$ cat config.mk
export PLATFORM = sky130hd
export DESIGN_NAME = adc_seq_ctrl
export DESIGN_NICKNAME = d
export VERILOG_FILES = /design/src/rtl/adc_seq_pkg.sv /design/src/rtl/adc_clk_div.sv /design/src/rtl/adc_start_detect.sv /design/src/rtl/adc_sar_engine.sv /design/src/rtl/adc_seq_ctrl.sv
export SDC_FILE = /design/constraint.sdc
export NUM_CORES = 1
export LEC_CHECK = 0
export ABC_AREA = 0
export CAP_MARGIN = 30
export CORE_MARGIN = 10
export CORE_UTILIZATION = 40
export DETAILED_ROUTE_END_ITERATION = 10
export DONT_BUFFER_PORTS = 1
export GPL_TIMING_DRIVEN = 0
export SYNTH_ARGS = -nofsm -noshare
export SYNTH_HDL_FRONTEND = slang
export SYNTH_SLANG_ARGS = --single-unit
$ cat constraint.sdc
create_clock -name clk -period 4 [get_ports clk]
set_clock_uncertainty 0.1 [all_clocks]
set_input_delay 1.2 -clock clk [delete_from_list [all_inputs] [get_ports clk]]
set_output_delay 1.2 -clock clk [all_outputs]
set_load 0.005 [all_outputs]
$ cat src/rtl/adc_seq_pkg.sv
// Package: register addresses and bit positions shared by the sequencer
// and its bench-visible register map.
package adc_seq_pkg;
    localparam logic [1:0] ADDR_CTRL = 2'd0;
    localparam logic [1:0] ADDR_CLK  = 2'd1;
    localparam logic [1:0] ADDR_PIN  = 2'd2;
    localparam logic [1:0] ADDR_IRQ  = 2'd3;
    localparam int START_POS = 7;
    localparam int BUSY_POS  = 6;
    localparam int FLAG_POS  = 0;
    localparam int IEN_POS   = 1;
endpackage

$ cat src/rtl/adc_clk_div.sv
// Converter clock divider.
// Produces a one-cycle tick every 2^code system clocks while run is high;
// the all-ones code selects a tick every clock. The count restarts whenever
// run is low, so the first tick of a conversion comes a full period late.
// Assumes CODE_W >= 2 and that code is held steady during a conversion.
module adc_clk_div #(
    parameter int CODE_W = 3
) (
    input  logic              clk,
    input  logic              rst_n,
    input  logic              run,
    input  logic [CODE_W-1:0] code,
    output logic              tick
);
    localparam int CNT_W = (1 << CODE_W) - 2;

    logic [CNT_W-1:0] cnt;
    logic [CNT_W-1:0] limit;

    // Terminal count: 2^code - 1, or 0 for the all-ones code.
    always_comb begin
        limit = '0;
        for (int i = 0; i < CNT_W; i++) begin
            limit[i] = (code != '1) && (CODE_W'(i) < code);
        end
    end

    assign tick = run && (cnt == limit);

    // Period counter, held at zero outside a conversion.
    always_ff @(posedge clk) begin
        if (!rst_n || !run) begin
            cnt <= '0;
        end else if (tick) begin
            cnt <= '0;
        end else begin
            cnt <= cnt + 1'b1;
        end
    end

    assert_tick_restart_R5: assert property (@(posedge clk) disable iff (!rst_n)
        tick |=> (cnt == '0));
endmodule

$ cat src/rtl/adc_start_detect.sv
// Start handshake detector.
// Watches the registered start bit. A rise arms the detector, and a fall
// while armed gives a one-cycle launch pulse. hold mirrors the start bit so
// that the converter stays in reset while it is high.
module adc_start_detect (
    input  logic clk,
    input  logic rst_n,
    input  logic start_bit,
    output logic hold,
    output logic launch
);
    logic start_d;
    logic armed;

    assign hold   = start_bit;
    assign launch = armed && start_d && !start_bit;

    // Delayed copy of start and the armed marker set by a rising edge.
    always_ff @(posedge clk) begin
        if (!rst_n) begin
            start_d <= 1'b0;
            armed   <= 1'b0;
        end else begin
            start_d <= start_bit;
            if (start_bit && !start_d) begin
                armed <= 1'b1;
            end else if (launch) begin
                armed <= 1'b0;
            end
        end
    end

    assert_launch_after_high_R1: assert property (@(posedge clk) disable iff (!rst_n)
        launch |-> ($past(start_bit) && !start_bit));
    assert_launch_single_R1: assert property (@(posedge clk) disable iff (!rst_n)
        launch |=> !launch);
endmodule

$ cat src/rtl/adc_sar_engine.sv
// Successive-approximation engine.
// On launch it clears the partial result and starts at the MSB. On each
// divider tick it keeps or drops the bit under test according to cmp_in.
// After the LSB it publishes the result and drops the busy flag. hold
// forces it idle with busy high. Assumes hold and launch are never high
// together.
module adc_sar_engine #(
    parameter int RES_W = 12
) (
    input  logic             clk,
    input  logic             rst_n,
    input  logic             hold,
    input  logic             launch,
    input  logic             tick,
    input  logic             cmp_in,
    output logic             busy,
    output logic             running,
    output logic             done,
    output logic [RES_W-1:0] dac_code,
    output logic [RES_W-1:0] result
);
    localparam int IDX_W = $clog2(RES_W);
    localparam logic [IDX_W-1:0] TOP_IDX = IDX_W'(RES_W - 1);

    logic [IDX_W-1:0] idx;
    logic [RES_W-1:0] sar;

    assign done     = running && tick && (idx == '0);
    assign dac_code = running ? (sar | (RES_W'(1) << idx)) : '0;

    // Conversion state, partial result, busy flag and result register.
    always_ff @(posedge clk) begin
        if (!rst_n) begin
            running <= 1'b0;
            idx     <= '0;
            sar     <= '0;
            busy    <= 1'b1;
            result  <= '0;
        end else if (hold) begin
            running <= 1'b0;
            sar     <= '0;
            busy    <= 1'b1;
        end else if (launch) begin
            running <= 1'b1;
            idx     <= TOP_IDX;
            sar     <= '0;
            busy    <= 1'b1;
        end else if (running && tick) begin
            sar[idx] <= cmp_in;
            if (idx == '0) begin
                running <= 1'b0;
                busy    <= 1'b0;
                result  <= {sar[RES_W-1:1], cmp_in};
            end else begin
                idx <= idx - 1'b1;
            end
        end
    end

    assert_hold_busy_R2: assert property (@(posedge clk) disable iff (!rst_n)
        hold |=> (busy && !running));
    assert_launch_msb_R1: assert property (@(posedge clk) disable iff (!rst_n)
        launch |=> (running && busy && idx == TOP_IDX));
    assert_msb_first_R6: assert property (@(posedge clk) disable iff (!rst_n)
        (running && tick && idx != '0 && !hold) |=> (idx == $past(idx) - 1'b1));
    assert_result_on_fall_R6: assert property (@(posedge clk) disable iff (!rst_n)
        (result != $past(result)) |-> $fell(busy));
    assert_done_clears_busy_R3: assert property (@(posedge clk) disable iff (!rst_n)
        (done && !hold) |=> !busy);
endmodule

$ cat src/rtl/adc_seq_ctrl.sv
// ADC conversion control sequencer, top level.
// Holds the software registers: start, divide code, pin enables, and the
// interrupt flag with its enable. It wires the start detector, the divider
// and the SAR engine together. Register reads are combinational from
// reg_addr. Reset is synchronous and active low.
module adc_seq_ctrl #(
    parameter int RES_W  = 12,
    parameter int CODE_W = 3,
    parameter int NPIN   = 4
) (
    input  logic             clk,
    input  logic             rst_n,
    input  logic             reg_wr,
    input  logic [1:0]       reg_addr,
    input  logic [7:0]       reg_wdata,
    output logic [7:0]       reg_rdata,
    input  logic             cmp_in,
    output logic [RES_W-1:0] dac_code,
    output logic [RES_W-1:0] result,
    output logic             eoc_busy,
    output logic             irq,
    output logic [NPIN-1:0]  pin_analog
);
    import adc_seq_pkg::*;

    logic              start_reg;
    logic [CODE_W-1:0] code_reg;
    logic [NPIN-1:0]   pin_reg;
    logic              irq_flag;
    logic              irq_en;
    logic              hold, launch, tick, running, done;
    logic              wr_ctrl, wr_clk, wr_pin, wr_irq;
    logic              unused_wbits;

    assign wr_ctrl = reg_wr && (reg_addr == ADDR_CTRL);
    assign wr_clk  = reg_wr && (reg_addr == ADDR_CLK);
    assign wr_pin  = reg_wr && (reg_addr == ADDR_PIN);
    assign wr_irq  = reg_wr && (reg_addr == ADDR_IRQ);
    assign unused_wbits = ^reg_wdata[6:4];

    // Software-writable configuration and start registers.
    always_ff @(posedge clk) begin
        if (!rst_n) begin
            start_reg <= 1'b0;
            code_reg  <= '0;
            pin_reg   <= '1;
            irq_en    <= 1'b0;
        end else begin
            if (wr_ctrl) start_reg <= reg_wdata[START_POS];
            if (wr_clk)  code_reg  <= reg_wdata[CODE_W-1:0];
            if (wr_pin)  pin_reg   <= reg_wdata[NPIN-1:0];
            if (wr_irq)  irq_en    <= reg_wdata[IEN_POS];
        end
    end

    // Interrupt request flag: set by end of conversion, cleared by writing 0.
    always_ff @(posedge clk) begin
        if (!rst_n) begin
            irq_flag <= 1'b0;
        end else if (done && !hold) begin
            irq_flag <= 1'b1;
        end else if (wr_irq && !reg_wdata[FLAG_POS]) begin
            irq_flag <= 1'b0;
        end
    end

    // Read multiplexer; unimplemented bits read 0.
    always_comb begin
        reg_rdata = '0;
        case (reg_addr)
            ADDR_CTRL: begin
                reg_rdata[START_POS] = start_reg;
                reg_rdata[BUSY_POS]  = eoc_busy;
            end
            ADDR_CLK: reg_rdata[CODE_W-1:0] = code_reg;
            ADDR_PIN: reg_rdata[NPIN-1:0]   = pin_reg;
            default: begin
                reg_rdata[FLAG_POS] = irq_flag;
                reg_rdata[IEN_POS]  = irq_en;
            end
        endcase
    end

    assign irq        = irq_flag && irq_en;
    assign pin_analog = pin_reg;

    adc_start_detect u_start (
        .clk       (clk),
        .rst_n     (rst_n),
        .start_bit (start_reg),
        .hold      (hold),
        .launch    (launch)
    );

    adc_clk_div #(.CODE_W(CODE_W)) u_div (
        .clk   (clk),
        .rst_n (rst_n),
        .run   (running),
        .code  (code_reg),
        .tick  (tick)
    );

    adc_sar_engine #(.RES_W(RES_W)) u_sar (
        .clk      (clk),
        .rst_n    (rst_n),
        .hold     (hold),
        .launch   (launch),
        .tick     (tick),
        .cmp_in   (cmp_in),
        .busy     (eoc_busy),
        .running  (running),
        .done     (done),
        .dac_code (dac_code),
        .result   (result)
    );

    assert_flag_set_R4: assert property (@(posedge clk) disable iff (!rst_n)
        (done && !hold) |=> irq_flag);
    assert_flag_sticky_R4: assert property (@(posedge clk) disable iff (!rst_n)
        (irq_flag && !(wr_irq && !reg_wdata[FLAG_POS])) |=> irq_flag);
    assert_irq_gated_R4: assert property (@(posedge clk) disable iff (!rst_n)
        irq |-> irq_en);
endmodule

==> qor.txt <==
Cell Chain, Critical Path: inv_1, ha_1, clkbuf_1, a22oi_1, o21ai_0
Regs by FF count: u_sar.result (12), u_sar.sar (12), u_div.cnt (6)
Sequential share of power: 0.576
CTS tree: yes
Post-route non-filler standard cell count: 385
Slew Limit Headroom: 0.484
Hold-fix buffers, CTS: 0
Slew Viols, Final: 0
Largest fanout on the critical path: 9
Max cap viols: 0
Filler cells: 648
P_sw: 0.203 mW
Via count: 2,085
Static Leakage: 1.10 nW
H-tree levels: 2
Die Y: 99.6 um
Final WL: 6140 um
Commonest non-fill, non-tap cell in the layout: nand2_1
GRT Total Usage: 0.122
# IOs: 52
N_diodes: 0
Sum of negative setup slack: 0 ns
Initial antenna violation count: 0
Slew @ Worst Pin: 0.773 ns
Worst setup path class: in -> out
Synth area leader: dfxtp_1
Synthesized area per cell: 8.43 sq um
Most frequent cells in the layout: nand2_1, dfxtp_1, nand3_1
Distinct cells, synth: 48
Placeable Area: 6030 sq um
Setup crit end kind: output port
Mapped Cells: 301
Slowest stage cell on the critical path: clkbuf_1
Setup violations, final: 0
Via density: 5.42
Clock Latency Late Sink: 0.30 ns
Synth Flop Type: dfxtp_1
Final HPWL DP: 4620 um
Num rows: 28
Largest net degree at the start of global routing: 15
YS warnings: 0
Share of the synthesized area in the top cell type: 0.379
Clk pwr share: 0.361
Total Power: 0.844 mW
DRC Markers: 0
Final hold vios: 0
Vias in the first global route: 1,968
Post-cts gate resize count: 0
Required @ worst endpoint: 2.70 ns
Share of cells above drive strength 1: 0.0645
Post-Place Cells: 377
Asr flop ratio synth: 0
# clock sinks: 48
Crit start category: input pin
Die area: 9930 sq um
Nets: 334
Clock period minus worst slack: 3.37 ns
Final cycle utilization of the critical path: 0.842
Pwr Density: 309 nW/um^2
Register area share after synthesis: 0.379
Worst IR Drop VDD: 0.138 mV
Synth Register Bits: 48
Clock root cell: clkbuf_8
Pint: 0.641 mW
Min-delay worst type: reg -> reg
Antenna-violating nets left: 0
Worst Path Arrival: 2.07 ns
DRT Pass-1 Iters: 4
Mapped Area: 2540 sq um
Ranking of synthesized cells by area: dfxtp_1, mux2i_1, nand2_1
Status: completed
Wire per inst: 15.9 um
Die W: 99.6 um
Unrepaired setup endpoints after global routing: no
CP peak stage delay: 0.31 ns
GRT overflow: 0
Peak Freq: 297 MHz
Starting Density: 0.421
Synth-to-layout area growth: 7.55%
Initial drt markers: 115
Port buffer count: 0
Combinational group share of total power: 0.063
Cts bufs inserted: 5
Max Root-Sink Buffers: 2
CTS clk-pin slew, worst paths: 0.09 ns
Sw frac: 0.240
First-pass GRT wire length: 10000 um
RePlAce Congestion: 0.810
Post-synth EDFFs: 0
Setup Buffers After CTS: 0
logic make-up (layout without fill, tap and decap cells):
family	after synthesis	count (layout)	share of synthesized area
other	1	2	0.00148
XOR/XNOR	6	6	0.0207
AND/OR/NAND/NOR	135	135	0.261
flip-flops	48	48	0.379
adder cells (fa/ha/maj)	12	12	0.0582
AO/OA/AOI/OAI	46	46	0.125
buffers and inverters	29	37	0.0592
multiplexers	24	24	0.0947
metal layers:
layer  share of wire  vias to the layer above  GRT usage
met2            0.45                       43      0.183
met3           0.072                        6     0.0457
li1                -                     1044          -
met1            0.47                      992      0.158
met4          0.0091                        0     0.0331
met5               0                        -          0
critical path, delay by kind of cell:
family	cells	cell delay, ns
fa+ha+maj	1	0.14
buf+inv	2	0.37
compound gates	2	0.36
path summary, 6_finish.rpt:
check / slack [ns] / start / endpoint / cells after the start
setup / recovery: 0.63 / reg_addr[0] / reg_rdata[1] / 5
hold reg to reg: 0.38 / irq_en / irq_en / 2
setup reg to reg: 1.66 / u_div.cnt[3] / u_sar.result[8] / 7
hold / removal: 0.38 / irq_en / irq_en / 2
per-stage QoR:
stage / hold WS [ns] / instance area, sq um / util / setup slack (ns)
after floorplan: 0.332 / 2540 / - / 0.802
after global placement: 0.348 / 2630 / 0.437 / 0.633
after detailed placement: 0.364 / 2630 / 0.437 / 0.622
after CTS: 0.377 / 2730 / 0.453 / 0.624
after global routing: 0.399 / 2730 / 0.453 / 0.538
final: 0.376 / 2730 / 0.453 / 0.630
synth_stat cells (all sizes together), types with 2 or more instances:
cell type	instances
a21oi	21
a22oi	3
and2	6
and3	3
buf	8
clkbuf	11
dfxtp	48
ha	11
inv	10
mux2i	24
nand2	57
nand3	28
nor2	14
nor2b	16
nor3	4
o21ai	5
o22ai	2
o41ai	2
xnor2	4
xor2	2
power by group through the flow:
stage	registers (mW)	clock network [mW]	logic, mW
2_1_floorplan	0.496	0	0.0411
3_3_place_gp	0.497	0	0.0520
3_5_place_dp	0.497	0	0.0531
4_1_cts	0.486	0.315	0.0533
5_1_grt	0.487	0.330	0.0600
6_report	0.486	0.305	0.0528
final cells by class:
type                       count  area, sq um  share of cell area
multi-input combinational    225         1430               0.524
sequential                    48          961               0.352
buffer                        19          113              0.0413
tap                           75         93.8              0.0344
clock buffer                   7         86.3              0.0317
inverter                      10         37.5              0.0138
clock inverter                 1         7.51             0.00275
No activity file was read; power rests on OpenSTA's default activity.
